===== config.mk =====
export PLATFORM = sky130hd
export DESIGN_NAME = ipi_send_dispatch
export DESIGN_NICKNAME = d
export VERILOG_FILES = /design/src/rtl/ipi_pkg.sv /design/src/rtl/ipi_cmd_decode.sv /design/src/rtl/ipi_byte_merge.sv /design/src/rtl/ipi_send_dispatch.sv
export SDC_FILE = /design/constraint.sdc
export NUM_CORES = 1
export LEC_CHECK = 0
export ABC_AREA = 1
export BUFFER_PORTS_ARGS = -buffer_cell sky130_fd_sc_hd__buf_2
export CAP_MARGIN = 15
export CORE_MARGIN = 3
export CORE_UTILIZATION = 40
export DETAILED_ROUTE_END_ITERATION = 10
export HOLD_SLACK_MARGIN = 0.15
export PLACE_DENSITY = 0.65
export SYNTH_ARGS = -nofsm -noshare
export SYNTH_HDL_FRONTEND = slang
export SYNTH_SLANG_ARGS = --single-unit

===== constraint.sdc =====
create_clock -name clk -period 3.2 [get_ports clk]
set_input_delay 0.96 -clock clk [delete_from_list [all_inputs] [get_ports clk]]
set_output_delay 0.96 -clock clk [all_outputs]
set_load 0.02 [all_outputs]

===== src/rtl/ipi_pkg.sv =====
// Shared types for the send command dispatcher.
// Assumes a 64-bit command word and 32-bit bank words.
package ipi_pkg;
    typedef enum logic [1:0] {
        KIND_IRQ  = 2'b00,
        KIND_MAIL = 2'b01,
        KIND_ANY  = 2'b10,
        KIND_RSVD = 2'b11
    } cmd_kind_e;

    typedef enum logic [1:0] {
        ERR_NONE     = 2'b00,
        ERR_BAD_CORE = 2'b01,
        ERR_RD_FAIL  = 2'b10,
        ERR_BAD_KIND = 2'b11
    } err_code_e;

    typedef enum logic [1:0] {
        ST_IDLE = 2'b00,
        ST_RD   = 2'b01,
        ST_WAIT = 2'b10
    } disp_state_e;
endpackage


===== src/rtl/ipi_cmd_decode.sv =====
// Splits a command word into target core, offset, payload, keep mask and
// vector mask. Purely combinational; assumes the field layout of the brief.
module ipi_cmd_decode #(
    parameter int NUM_CORES = 4,
    parameter int CORE_W    = 10,
    parameter int ADDR_W    = 16,
    parameter int WORD_W    = 32,
    parameter int MAIL_BASE = 32
) (
    input  logic [1:0]          kind,
    input  logic [63:0]         data,
    output logic [CORE_W-1:0]   core,
    output logic                core_ok,
    output logic                kind_ok,
    output logic                is_irq,
    output logic [ADDR_W-1:0]   addr,
    output logic [WORD_W-1:0]   payload,
    output logic [WORD_W/8-1:0] keep,
    output logic [WORD_W-1:0]   vec_mask
);
    import ipi_pkg::*;

    localparam int NBYTES = WORD_W / 8;

    // Field extraction and address selection for each kind.
    always_comb begin
        core     = data[16 +: CORE_W];
        core_ok  = 32'(core) < NUM_CORES;
        kind_ok  = (kind != KIND_RSVD);
        is_irq   = (kind == KIND_IRQ);
        payload  = data[32 +: WORD_W];
        keep     = data[27 +: NBYTES];
        vec_mask = WORD_W'(1) << data[4:0];
        if (kind == KIND_MAIL)
            addr = ADDR_W'(MAIL_BASE) + ADDR_W'({data[4:2], 2'b00});
        else
            addr = data[ADDR_W-1:0];
    end
endmodule


===== src/rtl/ipi_byte_merge.sv =====
// Builds the written word from the old word and the payload: byte i is
// taken from the old word when keep[i] is set. Combinational.
module ipi_byte_merge #(
    parameter int WORD_W = 32
) (
    input  logic [WORD_W-1:0]   old_word,
    input  logic [WORD_W-1:0]   new_word,
    input  logic [WORD_W/8-1:0] keep,
    output logic [WORD_W-1:0]   merged
);
    localparam int NBYTES = WORD_W / 8;

    for (genvar b = 0; b < NBYTES; b++) begin : g_byte
        // Per-byte choice between retained and fresh data.
        assign merged[b*8 +: 8] = keep[b] ? old_word[b*8 +: 8] : new_word[b*8 +: 8];
    end
endmodule


===== src/rtl/ipi_send_dispatch.sv =====
// Send command dispatcher. Accepts one command at a time; interrupt sends,
// unmasked stores and rejected commands finish in the cycle after
// acceptance, masked stores perform a read-modify-write toward the banks.
// Assumes bank_rd_ack comes no earlier than the cycle after bank_rd_en.
module ipi_send_dispatch #(
    parameter int NUM_CORES = 4,
    parameter int CORE_W    = 10,
    parameter int ADDR_W    = 16,
    parameter int WORD_W    = 32
) (
    input  logic              clk,
    input  logic              rst_n,
    input  logic              cmd_valid,
    output logic              cmd_ready,
    input  logic [1:0]        cmd_kind,
    input  logic [63:0]       cmd_data,
    output logic              bank_rd_en,
    output logic [CORE_W-1:0] bank_rd_core,
    output logic [ADDR_W-1:0] bank_rd_addr,
    input  logic              bank_rd_ack,
    input  logic              bank_rd_err,
    input  logic [WORD_W-1:0] bank_rd_data,
    output logic              bank_wr_en,
    output logic [CORE_W-1:0] bank_wr_core,
    output logic [ADDR_W-1:0] bank_wr_addr,
    output logic [WORD_W-1:0] bank_wr_data,
    output logic              irq_set_en,
    output logic [CORE_W-1:0] irq_set_core,
    output logic [WORD_W-1:0] irq_set_mask,
    output logic              err_valid,
    output logic [1:0]        err_code
);
    import ipi_pkg::*;

    localparam int NBYTES = WORD_W / 8;

    disp_state_e        st;
    logic [CORE_W-1:0]  d_core;
    logic               d_core_ok, d_kind_ok, d_is_irq;
    logic [ADDR_W-1:0]  d_addr;
    logic [WORD_W-1:0]  d_payload, d_vec;
    logic [NBYTES-1:0]  d_keep;
    logic [CORE_W-1:0]  h_core;
    logic [ADDR_W-1:0]  h_addr;
    logic [WORD_W-1:0]  h_payload, merged;
    logic [NBYTES-1:0]  h_keep;
    logic               accept;

    ipi_cmd_decode #(
        .NUM_CORES(NUM_CORES), .CORE_W(CORE_W), .ADDR_W(ADDR_W),
        .WORD_W(WORD_W), .MAIL_BASE(32)
    ) u_dec (
        .kind(cmd_kind), .data(cmd_data), .core(d_core), .core_ok(d_core_ok),
        .kind_ok(d_kind_ok), .is_irq(d_is_irq), .addr(d_addr),
        .payload(d_payload), .keep(d_keep), .vec_mask(d_vec)
    );

    ipi_byte_merge #(.WORD_W(WORD_W)) u_merge (
        .old_word(bank_rd_data), .new_word(h_payload), .keep(h_keep),
        .merged(merged)
    );

    // Handshake and read request follow the state directly.
    assign cmd_ready    = (st == ST_IDLE);
    assign accept       = cmd_valid && cmd_ready;
    assign bank_rd_en   = (st == ST_RD);
    assign bank_rd_core = h_core;
    assign bank_rd_addr = h_addr;

    // Command sequencing and registered result strobes.
    always_ff @(posedge clk) begin
        if (!rst_n) begin
            st           <= ST_IDLE;
            h_core       <= '0;
            h_addr       <= '0;
            h_payload    <= '0;
            h_keep       <= '0;
            bank_wr_en   <= 1'b0;
            bank_wr_core <= '0;
            bank_wr_addr <= '0;
            bank_wr_data <= '0;
            irq_set_en   <= 1'b0;
            irq_set_core <= '0;
            irq_set_mask <= '0;
            err_valid    <= 1'b0;
            err_code     <= ERR_NONE;
        end else begin
            bank_wr_en <= 1'b0;
            irq_set_en <= 1'b0;
            err_valid  <= 1'b0;
            unique case (st)
                ST_IDLE: begin
                    if (accept) begin
                        h_core    <= d_core;
                        h_addr    <= d_addr;
                        h_payload <= d_payload;
                        h_keep    <= d_keep;
                        if (!d_kind_ok) begin
                            err_valid <= 1'b1;
                            err_code  <= ERR_BAD_KIND;
                        end else if (!d_core_ok) begin
                            err_valid <= 1'b1;
                            err_code  <= ERR_BAD_CORE;
                        end else if (d_is_irq) begin
                            irq_set_en   <= 1'b1;
                            irq_set_core <= d_core;
                            irq_set_mask <= d_vec;
                        end else if (d_keep == '0) begin
                            bank_wr_en   <= 1'b1;
                            bank_wr_core <= d_core;
                            bank_wr_addr <= d_addr;
                            bank_wr_data <= d_payload;
                        end else begin
                            st <= ST_RD;
                        end
                    end
                end
                ST_RD, ST_WAIT: begin
                    if (bank_rd_ack) begin
                        st <= ST_IDLE;
                        if (bank_rd_err) begin
                            err_valid <= 1'b1;
                            err_code  <= ERR_RD_FAIL;
                        end else begin
                            bank_wr_en   <= 1'b1;
                            bank_wr_core <= h_core;
                            bank_wr_addr <= h_addr;
                            bank_wr_data <= merged;
                        end
                    end else begin
                        st <= ST_WAIT;
                    end
                end
                default: st <= ST_IDLE;
            endcase
        end
    end

    // A read request lasts a single cycle.
    assert_rd_single_R6: assert property (@(posedge clk) disable iff (!rst_n)
        bank_rd_en |=> !bank_rd_en);

    // No command is taken while a read is outstanding.
    assert_ready_low_R8: assert property (@(posedge clk) disable iff (!rst_n)
        bank_rd_en |-> !cmd_ready);

    // One result kind per cycle.
    assert_one_result_R8: assert property (@(posedge clk) disable iff (!rst_n)
        $onehot0({bank_wr_en, irq_set_en, err_valid}));

    // Only existing cores are written or signalled.
    assert_core_range_R1: assert property (@(posedge clk) disable iff (!rst_n)
        (bank_wr_en |-> 32'(bank_wr_core) < NUM_CORES) and
        (irq_set_en |-> 32'(irq_set_core) < NUM_CORES));

    // An interrupt set names exactly one vector.
    assert_irq_onehot_R2: assert property (@(posedge clk) disable iff (!rst_n)
        irq_set_en |-> $countones(irq_set_mask) == 1);

    // A failed read ends in an error and never a write.
    assert_rderr_nowrite_R7: assert property (@(posedge clk) disable iff (!rst_n)
        (bank_rd_ack && bank_rd_err && !cmd_ready) |=>
            (err_valid && err_code == ERR_RD_FAIL && !bank_wr_en));
endmodule


# After elaboration in Yosys (flattened, before gate mapping)
# Index checks and enable logic that the tools add are counted.
# word_totals
output_inout_bits	133
elab_cells	100
inputBits	103
reg_bits	169
# classes
mux	57
n_shift	1
add_sub_neg	1
n_eq_ne	14
n_reduce_logical	12
magnitude_cmp	1
# op_table
op	count
2-to-1 mux 32 bit	7
2-to-1 mux 16 bit	8
2-to-1 mux 10 bit	7
case mux 32 bit (2 select lines)	1
2-to-1 mux 8 bit	4
case mux 16 bit (2 select lines)	1
left shift 1 x 5 -> 32 bit, first input constant	1
2-to-1 mux 2 bit	11
case mux 10 bit (2 select lines)	1
AND reduction 5 bit	4
2-to-1 mux 1 bit	13
inequality test 2 bit, second input constant	6
less-than comparator 10 x 3 -> 1 bit, second input constant	1
inequality test 2 x 1 -> 1 bit, second input constant	4
case mux 2 bit (2 select lines)	2
AND reduction 8 bit	1
adder 6 x 5 -> 7 bit, first input constant	1
equality test 2 x 1 -> 1 bit, second input constant	2
zero test 2 bit	2
zero test 4 bit	1
case mux 1 bit (2 select lines)	2
inequality test 3 bit, second input constant	1
equality test 2 bit, second input constant	1
AND reduction 2 bit	1
3 further kinds	3

# Logic depth before layout (Yosys ltp)
# Gate-level depths: netlist of run 1.
# depth
depth_word	8
depth_mapped	14

# Hierarchy
# Synthesis of run 1 repeated with hierarchy kept, for this count alone.
# unflattened
hier_cells	1436
area_unflattened_um2	8984.9
# by_module_without_submodules
module	seq_area_each_um2	area_each_um2	instances	cells_each
ipi_send_dispatch	3383.2	7681.1	1	1185
ipi_cmd_decode	0.0	883.3	1	147
ipi_byte_merge	0.0	420.4	1	104

# Least setup slack after synthesis of run 1
# OpenSTA, ideal clock, no wires.
# synth_path
path_kind	input-to-reg
start	input port cmd_data[22]
end	register bank_wr_addr[0]
t_arrival_ps	1971
stages	8
setup_slack_ps	1116
path_buffers	2
setup_time_ps	113
required_ps	3087
cell_sequence	nor2_1 nand2_1 o21ai_1 nand3_2 buf_6 buf_2 nor2_1 nor2_1
# synth_between
elab_chain_len	3
# synth_rtl
item	line	text
start: declaration	ipi_send_dispatch.sv:16	input logic [63:0] cmd_data,
less-than comparator 10 x 3 -> 1 bit	ipi_cmd_decode.sv:28	core_ok = 32'(core) < NUM_CORES;
inequality test 2 x 1 -> 1 bit (no source line)	-	
AND reduction 8 bit (no source line)	-	
end signal: assignment	ipi_send_dispatch.sv:111	bank_wr_addr <= d_addr;
end signal: assignment	ipi_send_dispatch.sv:127	bank_wr_addr <= h_addr;
end: declaration	ipi_send_dispatch.sv:25	output logic [ADDR_W-1:0] bank_wr_addr,
# Every way passes these cells.
# A chain may end at the register's enable or synchronous reset.

# Worst setup path after layout of run 1
# layout_path
start	register st[0]
end	output port cmd_ready
# layout_between
elab_chain_len	1
# layout_rtl
item	line	text
start: declaration	ipi_send_dispatch.sv:37	disp_state_e st;
start signal: assignment	ipi_send_dispatch.sv:73	st <= ST_IDLE;
start signal: assignment	ipi_send_dispatch.sv:114	st <= ST_RD;
start signal: assignment	ipi_send_dispatch.sv:120	st <= ST_IDLE;
zero test 2 bit	ipi_send_dispatch.sv:64	assign cmd_ready = (st == ST_IDLE);
end: declaration	ipi_send_dispatch.sv:14	output logic cmd_ready,
# Every way passes these cells.

==> impl_metrics.prom, run 1 <==
# TYPE chip_impl_metric gauge
chip_impl_info{name="status",value="completed"} 1
chip_impl_metric{name="detailedRoute.firstPassIterationCount",unit=""} 5
chip_impl_metric{name="cp.required",unit="ns"} 2.24
chip_impl_metric{name="ff2ff_path_depth",unit=""} 11
chip_impl_metric{name="io_buffers",unit=""} 233
chip_impl_metric{name="syn-mean-instance-area",unit="um^2"} 6.75
chip_impl_metric{name="ys_warn_count",unit=""} 0
chip_impl_metric{name="place_worst_setup_slack",unit="ns"} 0.601
chip_impl_metric{name="fillCellCount",unit=""} 1880
chip_impl_metric{name="post_route_cells_drive_above_1_share",unit=""} 0.219
chip_impl_metric{name="width_of_the_die",unit="um"} 143
chip_impl_metric{name="clock_skew",unit="ns"} 0.00947
chip_impl_metric{name="vdd_ir_drop_max",unit="uV"} 372
chip_impl_metric{name="cts_hold_buf",unit=""} 0
chip_impl_metric{name="timing.critical_path.depth",unit=""} 3
chip_impl_metric{name="power.leakage",unit="nW"} 4.78
chip_impl_info{name="min_to",value="h_payload[10]"} 1
chip_impl_metric{name="min_delay_path_depth",unit=""} 2
chip_impl_metric{name="final.min_clock_period",unit="ns"} 2.33
chip_impl_metric{name="route.detailed.vias_per_inst",unit=""} 4.91
chip_impl_metric{name="cts.clk_slew.worst_paths",unit="ns"} 0.07
chip_impl_metric{name="ctsResizeCount",unit=""} 0
chip_impl_metric{name="synth.distinct_cells",unit=""} 22
chip_impl_metric{name="route.vias.total",unit=""} 7635
chip_impl_metric{name="clock_tree.buffer_depth",unit=""} 2
chip_impl_info{name="r2r-end",value="bank_wr_addr[9]"} 1
chip_impl_info{name="crit_path_cell_trace",value="inv_1 > ha_2 > buf_2"} 1
chip_impl_info{name="rsz0062_at_grt",value="no"} 1
chip_impl_metric{name="powerDensity",unit="mW/mm^2"} 523
chip_impl_metric{name="final_antenna_net_count",unit=""} 0
chip_impl_info{name="hold_path_class",value="flop to flop"} 1
chip_impl_metric{name="die_area",unit="mm^2"} 0.0205
chip_impl_metric{name="htree_num_levels",unit=""} 4
chip_impl_info{name="path_class",value="flop to primary output"} 1
chip_impl_metric{name="floorplan.initialDensity",unit=""} 0.413
chip_impl_metric{name="tritoncts_num_sinks",unit=""} 169
chip_impl_metric{name="internal-power",unit="mW"} 3.62
chip_impl_metric{name="routed_wl",unit="um"} 22600
chip_impl_metric{name="least_margin_pin_slew",unit="ns"} 0.664
chip_impl_metric{name="share_seq_of_total_power",unit=""} 0.445
chip_impl_metric{name="setup_violations",unit=""} 0
chip_impl_metric{name="post_cts_buffers",unit=""} 0
chip_impl_metric{name="report.final.slew_viol_count",unit=""} 0
chip_impl_metric{name="setup_total_negative_slack",unit="ns"} 0
chip_impl_metric{name="clockPowerShare",unit=""} 0.443
chip_impl_info{name="regToRegStartpoint",value="st[0]"} 1
chip_impl_metric{name="final_core_util",unit=""} 0.518
chip_impl_metric{name="worst_skew_pair.late_latency",unit="ns"} 0.42
chip_impl_info{name="min_from",value="h_payload[10]"} 1
chip_impl_metric{name="grt_antenna_before_repair",unit=""} 3
chip_impl_metric{name="finalHoldViolCount",unit=""} 0
chip_impl_metric{name="synth.cell_area",unit="mm^2"} 0.00754
chip_impl_metric{name="worstPathArrival",unit="ns"} 1.37
chip_impl_metric{name="share_comb_of_total_power",unit=""} 0.112
chip_impl_metric{name="place_congestion",unit=""} 0.831
chip_impl_metric{name="syn-instance-count",unit=""} 1117
chip_impl_metric{name="yosysSeqAreaShare",unit=""} 0.449
chip_impl_metric{name="detail_route.wl_per_cell",unit="um"} 14.6
chip_impl_info{name="gr-max-usage-layer",value="met2"} 1
chip_impl_metric{name="maxCapViolCount",unit=""} 0
chip_impl_metric{name="yosys_register_bits",unit=""} 169
chip_impl_info{name="yosys.area.top_type",value="sky130_fd_sc_hd__dfxtp_1"} 1
chip_impl_metric{name="part_of_the_cycle_the_worst_path_needs",unit=""} 0.729
chip_impl_metric{name="floorplan.die.height",unit="um"} 143
chip_impl_info{name="post_synth_main_area_contributors",value="sky130_fd_sc_hd__dfxtp_1, sky130_fd_sc_hd__o21ai_0, sky130_fd_sc_hd__nand2_1"} 1
chip_impl_metric{name="grt_pass1_wl",unit="um"} 35700
chip_impl_metric{name="ios",unit=""} 236
chip_impl_info{name="cp_slowest_cell",value="sky130_fd_sc_hd__dfxtp_1"} 1
chip_impl_metric{name="reg2reg_slack",unit="ns"} 1.07
chip_impl_metric{name="detailed_placer_s_ending_hpwl",unit="um"} 15300
chip_impl_metric{name="use_met2",unit=""} 0.339
chip_impl_metric{name="globalRouteMet1Util",unit=""} 0.280
chip_impl_metric{name="power.switching_fraction",unit=""} 0.270
chip_impl_metric{name="drt_iter0_drc",unit=""} 433
chip_impl_metric{name="post-route-drc-count",unit=""} 0
chip_impl_metric{name="number_of_global_route_vias_before_repair",unit=""} 6978
chip_impl_metric{name="yosysTopAreaCellShare",unit=""} 0.449
chip_impl_info{name="timing.critical_path.max_delay_family",value="flip-flops"} 1
chip_impl_metric{name="floorplan.rows",unit=""} 49
chip_impl_metric{name="synth_fp_nets",unit=""} 1223
chip_impl_metric{name="maximum_number_of_pins_on_one_net_before_global_route_repair",unit=""} 75
chip_impl_metric{name="use_met3",unit=""} 0.0772
chip_impl_metric{name="numCtsBuffers",unit=""} 17
chip_impl_metric{name="final_critical_path_setup_slack",unit="ns"} 0.868
chip_impl_metric{name="post_place_instance_area",unit="mm^2"} 0.00884
chip_impl_metric{name="timing.fmax",unit="MHz"} 429
chip_impl_metric{name="max_slew_margin",unit=""} 0.558
chip_impl_info{name="worstSetupEndpointType",value="primary output"} 1
chip_impl_info{name="cts_root_buffer",value="sky130_fd_sc_hd__clkbuf_16"} 1
chip_impl_metric{name="critPathMaxFanout",unit=""} 11
chip_impl_info{name="cts_tree",value="yes"} 1
chip_impl_metric{name="layout-area-overhead-vs-synth",unit="%"} 25.5
chip_impl_metric{name="switchingPower",unit="mW"} 1.34
chip_impl_metric{name="grt.total_usage",unit=""} 0.214
chip_impl_metric{name="path_buf_inv",unit=""} 2
chip_impl_metric{name="fin_area",unit="mm^2"} 0.00946
chip_impl_info{name="worstSetupStartpointType",value="flop"} 1
chip_impl_metric{name="finish.net_count",unit=""} 1418
chip_impl_metric{name="cpPeakStageDelay",unit="ns"} 0.33
chip_impl_metric{name="grt.overflow.total",unit=""} 0
chip_impl_metric{name="core_area",unit="mm^2"} 0.0183
==> power by group through the flow <==
stage	registers, mW	clock network, mW	logic (mW)
detailed placement	2.25	0	0.553
CTS	2.21	2.24	0.555
finish	2.21	2.19	0.555
global route	2.21	2.32	0.624
floorplan	2.28	0	0.307
global placement	2.25	0	0.547
==> cells in the mapped netlist, drive strengths merged <==
library cell and number:
nor2 186, nand4 37, nand2 212, inv 122
clkinv 8, ha 3, a21oi 59, a21boi 11
dfxtp 169, nor3 3, buf 17, nand3 57
clkbuf 58, o21ai 175
==> sequential cells by signal, indices dropped and copies added, names as in the netlist <==
register and count:
h_payload 32, irq_set_en 1, irq_set_core 10, err_valid 1
st 2, bank_rd_addr 16, bank_wr_addr 16, bank_wr_en 1
bank_wr_core 10, h_keep 4, irq_set_mask 32, bank_rd_core 10
bank_wr_data 32, err_code 2
==> logic make-up (layout without fill, tap and decap cells) <==
logic type               Yosys count  after routing  share of synthesized area
AND/OR/NAND/NOR                  495            495                      0.272
AO/OA/AOI/OAI                    245            245                      0.166
buffers and inverters            205            413                      0.109
flip-flops                       169            169                      0.449
adder cells (fa/ha/maj)            3              3                    0.00498
other                              0              1                          0
==> worst max path at each step <==
| stage | from | end | slack (ns) |
|---|---|---|---|
| after floorplan | cmd_data[22] | bank_wr_addr[0] | 1.12 |
| after global placement | cmd_data[18] | bank_wr_addr[9] | 0.63 |
| after detailed placement | cmd_data[18] | bank_wr_addr[12] | 0.60 |
| after CTS | st[0] | cmd_ready | 0.84 |
| after global routing | st[0] | cmd_ready | 0.79 |
| final | st[0] | cmd_ready | 0.87 |
==> layout by cell type, fill, tap and decap left out <==
cell                         instances
sky130_fd_sc_hd__buf_12              2
sky130_fd_sc_hd__ha_1                2
sky130_fd_sc_hd__nand2_2             3
sky130_fd_sc_hd__o21ai_0           174
sky130_fd_sc_hd__clkinv_1            8
sky130_fd_sc_hd__nand3_4             1
sky130_fd_sc_hd__inv_1             122
sky130_fd_sc_hd__ha_2                1
sky130_fd_sc_hd__nor2_1            184
sky130_fd_sc_hd__bufinv_16           3
sky130_fd_sc_hd__nor2_4              1
sky130_fd_sc_hd__o21ai_1             1
sky130_fd_sc_hd__clkbuf_16          17
sky130_fd_sc_hd__clkinvlp_4          1
sky130_fd_sc_hd__a21oi_1            59
sky130_fd_sc_hd__diode_2             1
sky130_fd_sc_hd__clkinv_2            1
sky130_fd_sc_hd__inv_8               2
sky130_fd_sc_hd__nor2_2              1
sky130_fd_sc_hd__nand4_1            37
sky130_fd_sc_hd__buf_4              17
sky130_fd_sc_hd__a21boi_0           11
sky130_fd_sc_hd__nand2_1           209
sky130_fd_sc_hd__buf_2             232
sky130_fd_sc_hd__clkinv_4            3
sky130_fd_sc_hd__clkbuf_8            1
sky130_fd_sc_hd__nand3_1            56
sky130_fd_sc_hd__inv_6               4
sky130_fd_sc_hd__dfxtp_1           169
sky130_fd_sc_hd__nor3_1              3
==> worst min-delay path, stage by stage (launching register included) <==
cell and delay, ns:
sky130_fd_sc_hd__dfxtp_1 0.31, sky130_fd_sc_hd__inv_1 0.04, sky130_fd_sc_hd__a21oi_1 0.05
==> final cells by class <==
type	count	area, um^2	area share
Antenna cell	1	2.50	0.000264
Timing Repair Buffer	251	1330	0.140
Sequential cell	169	3380	0.357
Clock inverter	14	186	0.0197
Multi-Input combinational cell	743	3350	0.354
Inverter	130	488	0.0516
Tap cell	229	287	0.0303
Clock buffer	18	439	0.0464
==> per-layer routing <==
metal | share of wire | wire (um)
met1 | 0.46 | 10300
met3 | 0.086 | 1950
met4 | 0.011 | 255
met5 | 0.0015 | 34
met2 | 0.45 | 10100
==> metrics by stage <==
stage               hold WS, ns  power [mW]  instances
floorplan                 0.420        2.59       1117
global placement          0.427        2.80       1522
detailed placement        0.431        2.81       1522
CTS                       0.441        5.01       1554
global route              0.455        5.15       1554
finish                    0.439        4.95       1555
Note: power is estimated with default switching activity, not from simulation.
==> run 2, diff against run 1 <==
--- a/config.mk
+++ b/config.mk
@@ -5,14 +5,14 @@
 export SDC_FILE = /design/constraint.sdc
 export NUM_CORES = 1
 export LEC_CHECK = 0
-export ABC_AREA = 1
+export ABC_AREA = 0
 export BUFFER_PORTS_ARGS = -buffer_cell sky130_fd_sc_hd__buf_2
 export CAP_MARGIN = 15
 export CORE_MARGIN = 3
 export CORE_UTILIZATION = 40
 export DETAILED_ROUTE_END_ITERATION = 10
 export HOLD_SLACK_MARGIN = 0.15
-export PLACE_DENSITY = 0.65
+export PLACE_DENSITY = 0.68
 export SYNTH_ARGS = -nofsm -noshare
 export SYNTH_HDL_FRONTEND = slang
 export SYNTH_SLANG_ARGS = --single-unit
==> constraint.sdc (replaced) <==
create_clock -name clk -period 2 [get_ports clk]
set_input_delay 0.6 -clock clk [delete_from_list [all_inputs] [get_ports clk]]
set_output_delay 0.6 -clock clk [all_outputs]
set_load 0.02 [all_outputs]
==> run 2 against run 1 <==
Net effect: global-route usage fell by 1.5 points; clock power rose by 57%; cell area shrank 1.7%; non-clock buffer count grew 12; clock-buffer cell count increased by 5; hold slack got worse by 0.0073 ns; combinational power is 8.8% higher; wire length down 12%; critical path type unchanged; total power up 52%; synthesized area down 4.7%; register-to-register slack lost 0.92 ns; largest cell class is now multi-input combinational cells.
==> impl_metrics.prom, run 2 <==
# TYPE chip_impl_metric gauge
chip_impl_metric{name="yosysTopAreaCellShare",unit=""} 0.471
chip_impl_metric{name="globalRouteMet1Util",unit=""} 0.251
chip_impl_metric{name="yosys.area_share.xor_xnor",unit=""} 0.00122
chip_impl_metric{name="grt.total_usage",unit=""} 0.198
chip_impl_metric{name="ios",unit=""} 236
chip_impl_metric{name="post_route_cells_drive_above_1_share",unit=""} 0.299
chip_impl_info{name="mostFrequentLayoutCell",value="sky130_fd_sc_hd__nand2_1"} 1
chip_impl_metric{name="synth-edff-count",unit=""} 0
chip_impl_metric{name="numCtsBuffers",unit=""} 17
chip_impl_info{name="synth.most_common_cell",value="sky130_fd_sc_hd__nand2_1"} 1
chip_impl_metric{name="cts_hold_buf",unit=""} 0
chip_impl_metric{name="floorplan.initialDensity",unit=""} 0.413
chip_impl_metric{name="finish.net_count",unit=""} 1145
chip_impl_metric{name="part_of_the_cycle_the_worst_path_needs",unit=""} 0.931
chip_impl_metric{name="core_area",unit="mm^2"} 0.0174
chip_impl_metric{name="final_antenna_net_count",unit=""} 0
chip_impl_metric{name="diodes",unit=""} 0
chip_impl_metric{name="clock_tree.buffer_depth",unit=""} 2
chip_impl_metric{name="grt.overflow.total",unit=""} 0
chip_impl_metric{name="worstPathArrival",unit="ns"} 1.26
chip_impl_metric{name="final_critical_path_setup_slack",unit="ns"} 0.138
chip_impl_metric{name="route.vias.total",unit=""} 6496
chip_impl_metric{name="final_core_util",unit=""} 0.534
chip_impl_info{name="hold_path_class",value="primary input to flop"} 1
chip_impl_metric{name="synth_mux_area_frac",unit=""} 0.150
chip_impl_metric{name="vdd_ir_drop_max",unit="uV"} 558
chip_impl_metric{name="report.final.slew_viol_count",unit=""} 0
chip_impl_info{name="dominantRegCellSynth",value="sky130_fd_sc_hd__dfxtp_1"} 1
chip_impl_metric{name="cts.clk_slew.worst_paths",unit="ns"} 0.07
chip_impl_info{name="cts_root_buffer",value="sky130_fd_sc_hd__clkbuf_16"} 1
chip_impl_metric{name="syn-instance-count",unit=""} 826
chip_impl_metric{name="least_margin_pin_slew",unit="ns"} 1.10
chip_impl_metric{name="floorplan.die.height",unit="um"} 140
chip_impl_metric{name="number_of_global_route_vias_before_repair",unit=""} 6111
chip_impl_metric{name="io_buffers",unit=""} 233
chip_impl_metric{name="powerDensity",unit="mW/mm^2"} 809
chip_impl_metric{name="cp.required",unit="ns"} 1.40
chip_impl_metric{name="place_worst_setup_slack",unit="ns"} -0.176
chip_impl_metric{name="synth_compound_gate_area_share",unit=""} 0.139
chip_impl_info{name="largest_family_of_logic_cells_by_synthesized_area",value="simple AND/OR/NAND/NOR gates"} 1
chip_impl_info{name="netlist_top_cells_count",value="sky130_fd_sc_hd__nand2_1, sky130_fd_sc_hd__dfxtp_1, sky130_fd_sc_hd__mux2i_1"} 1
chip_impl_metric{name="detail_route.wl_per_cell",unit="um"} 15.6
chip_impl_metric{name="routed_wl",unit="um"} 19900
chip_impl_info{name="status",value="completed"} 1
chip_impl_info{name="post_synth_main_area_contributors",value="sky130_fd_sc_hd__dfxtp_1, sky130_fd_sc_hd__mux2i_1, sky130_fd_sc_hd__nand2_1"} 1
chip_impl_metric{name="grt_pass1_wl",unit="um"} 31800
chip_impl_metric{name="post_place_instance_area",unit="mm^2"} 0.00866
chip_impl_metric{name="clock_skew",unit="ns"} 0.0106
chip_impl_metric{name="setup_violations",unit=""} 0
chip_impl_info{name="cts_tree",value="yes"} 1
chip_impl_metric{name="detailed_placer_s_ending_hpwl",unit="um"} 14100
chip_impl_metric{name="tritoncts_num_sinks",unit=""} 169
chip_impl_metric{name="htree_num_levels",unit=""} 4
chip_impl_metric{name="syn-mean-instance-area",unit="um^2"} 8.70
chip_impl_metric{name="synth.cell_area",unit="mm^2"} 0.00719
chip_impl_metric{name="power.leakage",unit="nW"} 4.46
chip_impl_metric{name="final.min_clock_period",unit="ns"} 1.86
chip_impl_metric{name="maxCapViolCount",unit=""} 0
chip_impl_metric{name="finalNonFillerCells",unit=""} 1277
chip_impl_metric{name="maximum_number_of_pins_on_one_net_before_global_route_repair",unit=""} 52
chip_impl_metric{name="finalHoldViolCount",unit=""} 0
chip_impl_metric{name="final.hold.worst_slack",unit="ns"} 0.432
chip_impl_metric{name="grt_antenna_before_repair",unit=""} 0
chip_impl_info{name="yosys.area.top_type",value="sky130_fd_sc_hd__dfxtp_1"} 1
chip_impl_info{name="final_cell_mix",value="sky130_fd_sc_hd__nand2_1, sky130_fd_sc_hd__buf_2, sky130_fd_sc_hd__dfxtp_1"} 1
chip_impl_metric{name="fin_total_pwr",unit="mW"} 7.53
chip_impl_metric{name="floorplan.rows",unit=""} 48
chip_impl_metric{name="max_slew_margin",unit=""} 0.265
chip_impl_metric{name="place_congestion",unit=""} 0.808
chip_impl_metric{name="dp_cells",unit=""} 1243
chip_impl_info{name="gr-max-usage-layer",value="met2"} 1
chip_impl_info{name="worstSetupStartpointType",value="flop"} 1
chip_impl_info{name="largestRegisters",value="bank_wr_data: 32 flops, h_payload: 32 flops, irq_set_mask: 32 flops"} 1
chip_impl_metric{name="area_share_of_fa_ha_maj_cells_after_synthesis",unit=""} 0.00522
chip_impl_metric{name="ys_warn_count",unit=""} 0
chip_impl_info{name="path_class",value="flop to primary output"} 1
chip_impl_metric{name="post-route-drc-count",unit=""} 0
chip_impl_metric{name="drt_iter0_drc",unit=""} 331
chip_impl_metric{name="worst_skew_pair.late_latency",unit="ns"} 0.42
chip_impl_metric{name="synth_fp_nets",unit=""} 932
chip_impl_metric{name="detailedRoute.firstPassIterationCount",unit=""} 4
chip_impl_metric{name="async_sr_flop_fraction",unit=""} 0
chip_impl_metric{name="fin_area",unit="mm^2"} 0.00930
chip_impl_metric{name="use_met2",unit=""} 0.326
chip_impl_metric{name="use_met3",unit=""} 0.0574
chip_impl_metric{name="layout-area-overhead-vs-synth",unit="%"} 29.4
chip_impl_metric{name="critPathMaxFanout",unit=""} 8
chip_impl_metric{name="yosysSeqAreaShare",unit=""} 0.471
chip_impl_metric{name="yosys_register_bits",unit=""} 169
chip_impl_metric{name="setup_total_negative_slack",unit="ns"} 0
chip_impl_metric{name="die_area",unit="mm^2"} 0.0196
chip_impl_metric{name="width_of_the_die",unit="um"} 140
chip_impl_metric{name="synth.distinct_cells",unit=""} 37
chip_impl_metric{name="timing.fmax",unit="MHz"} 537
chip_impl_metric{name="route.detailed.vias_per_inst",unit=""} 5.09
chip_impl_info{name="worstSetupEndpointType",value="primary output"} 1
chip_impl_metric{name="synth_simple_gate_area_frac",unit=""} 0.182
run 2: changes by cell type in the layout (fill, tap and decap cells not counted), sizes merged, moves of 31 or more:
cell and delta:
o21ai -175, nor2 -180, mux2i +93, nand2 +31, nand3 -39, nand4 -34, inv -105, o211ai +32
run 2: repair_timing:
item                       4_1_cts  5_1_grt
setup endpoints to repair        0       29
gates resized for setup          0        1
setup buffers                    0        2
run 2: cell type report:
cell class / count / area, um^2
Clock buffer: 23 / 478
Tap cell: 225 / 282
Inverter: 22 / 82.6
Sequential cell: 169 / 3380
Timing Repair Buffer: 263 / 1470
Multi-Input combinational cell: 566 / 3470
Fill cell: 1656 / 8110
Clock inverter: 9 / 139
run 2: report_power, final:
part / leakage, nW / switching (mW) / internal, mW
Combinational: 2.78 / 0.354 / 0.250
Clock: 0.302 / 1.35 / 2.08
Sequential: 1.37 / 0.0566 / 3.44
run 2: critical path, stage by stage (launching register included):
cell,delay [ns]
sky130_fd_sc_hd__dfxtp_1,0.39
sky130_fd_sc_hd__inv_1,0.09
sky130_fd_sc_hd__ha_4,0.20
sky130_fd_sc_hd__buf_2,0.17
run 2: layer usage:
| layer | part of all wire | up-vias |
|---|---|---|
| met3 | 0.061 | 31 |
| met4 | 0.026 | 0 |
| li1 | - | 3259 |
| met1 | 0.44 | 3022 |
| met2 | 0.47 | 184 |
| met5 | 0 | - |
run 2: logic make-up after synthesis:
kind of cell | after synthesis
adder cells (fa/ha/maj) | 3
multiplexers | 106
AND/OR/NAND/NOR | 306
AO/OA/AOI/OAI | 150
XOR/XNOR | 1
flip-flops | 169
buffers and inverters | 91
run 2: final timing paths:
check	slack, ns	cells past startpoint	start	end
worst max-delay path	0.14	3	st[0]	cmd_ready
worst min-delay path	0.43	3	cmd_data[40]	h_payload[8]
worst max register to register	0.15	6	st[0]	bank_wr_addr[2]
worst min register to register	0.45	2	h_payload[23]	h_payload[23]
==> run 3, diff against run 2 <==
--- a/config.mk
+++ b/config.mk
@@ -13,6 +13,7 @@
 export DETAILED_ROUTE_END_ITERATION = 10
 export HOLD_SLACK_MARGIN = 0.15
 export PLACE_DENSITY = 0.68
+export REMOVE_ABC_BUFFERS = 1
 export SYNTH_ARGS = -nofsm -noshare
 export SYNTH_HDL_FRONTEND = slang
 export SYNTH_SLANG_ARGS = --single-unit
==> run 3 against run 2 <==
Net effect: register-to-register slack worse by 0.02 ns; sequential power about the same; first-iteration DRC count down 16%; core utilization shrank 0.13 points; worst setup slack worse by 0.0047 ns; largest power group unchanged; highest routed layer is now met5.
==> impl_metrics.prom, run 3 (synthesized netlist as in run 2, its figures left out) <==
# TYPE chip_impl_metric gauge
chip_impl_metric{name="drt_iter0_drc",unit=""} 279
chip_impl_info{name="largestRegisters",value="bank_wr_data: 32 flops, h_payload: 32 flops, irq_set_mask: 32 flops"} 1
chip_impl_metric{name="setup_total_negative_slack",unit="ns"} 0
chip_impl_metric{name="ff2ff_path_depth",unit=""} 6
chip_impl_metric{name="cp.required",unit="ns"} 2.34
chip_impl_metric{name="numCtsBuffers",unit=""} 17
chip_impl_info{name="worstSetupEndpointType",value="flop"} 1
chip_impl_metric{name="setup_violations",unit=""} 0
chip_impl_metric{name="tritoncts_num_sinks",unit=""} 169
chip_impl_metric{name="final.hold.worst_slack",unit="ns"} 0.429
chip_impl_info{name="worst_setup_path_endpoint",value="irq_set_mask[19]"} 1
chip_impl_metric{name="final.min_clock_period",unit="ns"} 1.87
chip_impl_metric{name="detailed_placer_s_ending_hpwl",unit="um"} 13700
chip_impl_metric{name="fillCellCount",unit=""} 1656
chip_impl_info{name="critPathLaunch",value="st[0]"} 1
chip_impl_metric{name="reg2reg_slack",unit="ns"} 0.13
chip_impl_metric{name="maxCapViolCount",unit=""} 0
chip_impl_metric{name="part_of_the_cycle_the_worst_path_needs",unit=""} 0.933
chip_impl_info{name="rsz0062_at_grt",value="no"} 1
chip_impl_metric{name="vdd_ir_drop_max",unit="uV"} 563
chip_impl_metric{name="grt_pass1_wl",unit="um"} 31700
chip_impl_info{name="final_cell_mix",value="sky130_fd_sc_hd__nand2_1, sky130_fd_sc_hd__buf_2, sky130_fd_sc_hd__dfxtp_1"} 1
chip_impl_metric{name="detailedRoute.firstPassIterationCount",unit=""} 4
chip_impl_metric{name="number_of_global_route_vias_before_repair",unit=""} 6070
chip_impl_metric{name="grt.total_usage",unit=""} 0.197
chip_impl_info{name="path_class",value="flop to flop"} 1
chip_impl_metric{name="maximum_number_of_pins_on_one_net_before_global_route_repair",unit=""} 69
chip_impl_metric{name="finalHoldViolCount",unit=""} 0
chip_impl_metric{name="powerDensity",unit="mW/mm^2"} 779
chip_impl_info{name="mostFrequentLayoutCell",value="sky130_fd_sc_hd__nand2_1"} 1
chip_impl_metric{name="io_buffers",unit=""} 233
chip_impl_metric{name="report.final.slew_viol_count",unit=""} 0
chip_impl_metric{name="route.vias.total",unit=""} 6403
chip_impl_metric{name="timing.fmax",unit="MHz"} 536
chip_impl_metric{name="fin_total_pwr",unit="mW"} 7.23
chip_impl_metric{name="width_of_the_die",unit="um"} 140
chip_impl_metric{name="max_slew_margin",unit=""} 0.465
chip_impl_metric{name="core_area",unit="mm^2"} 0.0174
chip_impl_metric{name="diodes",unit=""} 0
chip_impl_metric{name="post_place_instance_area",unit="mm^2"} 0.00872
chip_impl_metric{name="floorplan.initialDensity",unit=""} 0.413
chip_impl_metric{name="post_cts_buffers",unit=""} 0
chip_impl_info{name="hold_path_class",value="primary input to flop"} 1
chip_impl_metric{name="ios",unit=""} 236
chip_impl_metric{name="critPathMaxFanout",unit=""} 9
chip_impl_info{name="worstSetupStartpointType",value="flop"} 1
chip_impl_metric{name="routed_wl",unit="um"} 19700
chip_impl_info{name="cts_tree",value="yes"} 1
chip_impl_metric{name="finalNonFillerCells",unit=""} 1284
chip_impl_metric{name="floorplan.rows",unit=""} 48
chip_impl_metric{name="htree_num_levels",unit=""} 4
chip_impl_metric{name="clock_skew",unit="ns"} 0.00986
chip_impl_info{name="regToRegStartpoint",value="st[0]"} 1
chip_impl_metric{name="place_congestion",unit=""} 0.768
chip_impl_metric{name="floorplan.die.height",unit="um"} 140
chip_impl_metric{name="cts.clk_slew.worst_paths",unit="ns"} 0.07
chip_impl_metric{name="worstPathArrival",unit="ns"} 2.21
chip_impl_metric{name="power.leakage",unit="nW"} 4.45
chip_impl_info{name="r2r-end",value="irq_set_mask[19]"} 1
chip_impl_metric{name="finish.net_count",unit=""} 1152
chip_impl_info{name="status",value="completed"} 1
chip_impl_metric{name="final_antenna_net_count",unit=""} 0
chip_impl_metric{name="post_route_cells_drive_above_1_share",unit=""} 0.305
chip_impl_metric{name="post-route-drc-count",unit=""} 0
chip_impl_metric{name="layout-area-overhead-vs-synth",unit="%"} 29.1
chip_impl_metric{name="route.detailed.vias_per_inst",unit=""} 4.99
chip_impl_info{name="cts_root_buffer",value="sky130_fd_sc_hd__clkbuf_16"} 1
chip_impl_metric{name="dp_cells",unit=""} 1252
chip_impl_metric{name="grt_antenna_before_repair",unit=""} 3
chip_impl_metric{name="die_area",unit="mm^2"} 0.0196
chip_impl_metric{name="least_margin_pin_slew",unit="ns"} 0.799
chip_impl_metric{name="worst_skew_pair.late_latency",unit="ns"} 0.42
chip_impl_metric{name="fin_area",unit="mm^2"} 0.00928
chip_impl_metric{name="clock_tree.buffer_depth",unit=""} 2
chip_impl_metric{name="grt.overflow.total",unit=""} 0
chip_impl_metric{name="cts_hold_buf",unit=""} 0
chip_impl_metric{name="detail_route.wl_per_cell",unit="um"} 15.3
chip_impl_metric{name="ctsResizeCount",unit=""} 0
## run 3: cell types whose count changed in the layout (fill, tap and decap cells not counted), moves of 2 or more
cell                         change
sky130_fd_sc_hd__buf_4           +7
sky130_fd_sc_hd__clkinvlp_4      +5
sky130_fd_sc_hd__clkbuf_8        -3
sky130_fd_sc_hd__bufinv_16       -2
sky130_fd_sc_hd__clkinv_4        -2
sky130_fd_sc_hd__inv_6           +2
## run 3: how the worst min path moves through the flow
stage	depth (start not counted)	startpoint	to
3_3_place_gp	2	bank_wr_addr[0]	bank_wr_addr[0]
3_5_place_dp	1	irq_set_mask[14]	irq_set_mask[14]
2_1_floorplan	2	h_payload[0]	h_payload[0]
5_1_grt	3	cmd_data[52]	h_payload[20]
4_1_cts	3	cmd_data[40]	h_payload[8]
6_report	3	cmd_data[52]	h_payload[20]
## run 3: area by class of cell
type	count	area [um^2]	share of cell area
multi-input cells	566	3470	0.373
well taps	225	282	0.0303
flip-flops and latches	169	3380	0.365
clock inverters	13	121	0.0131
inverters	22	82.6	0.00890
clock buffers	19	433	0.0466
repair buffers	270	1510	0.163
## run 3: power breakdown
group	switching (mW)	internal [mW]	total [mW]
logic	0.358	0.262	0.619
clock network	1.39	1.73	3.12
registers	0.0551	3.44	3.49
total	1.81	5.42	7.23
## run 3: through the flow
step	utilization	setup slack [ns]
6_report	0.533	0.133
3_3_place_gp	0.501	-0.171
4_1_cts	0.533	0.103
3_5_place_dp	0.501	-0.188
5_1_grt	0.533	0.0170
2_1_floorplan	-	-5.71
## run 3: metal layers
metal,vias to the layer above,share of wire,global-route usage
li1,3276,-,-
met1,2928,0.45,0.246
met2,178,0.46,0.329
met3,15,0.079,0.0731
met4,6,0.0082,0.0393
met5,-,0.0015,0
## run 3: worst max-delay path, stage by stage (launching register included)
cell and delay (ns):
sky130_fd_sc_hd__dfxtp_1 0.34, sky130_fd_sc_hd__inv_1 0.10, sky130_fd_sc_hd__ha_4 0.20, sky130_fd_sc_hd__nor4bb_1 0.25, sky130_fd_sc_hd__nand4_1 0.25, sky130_fd_sc_hd__or3_1 0.46
sky130_fd_sc_hd__o2bb2ai_1 0.18
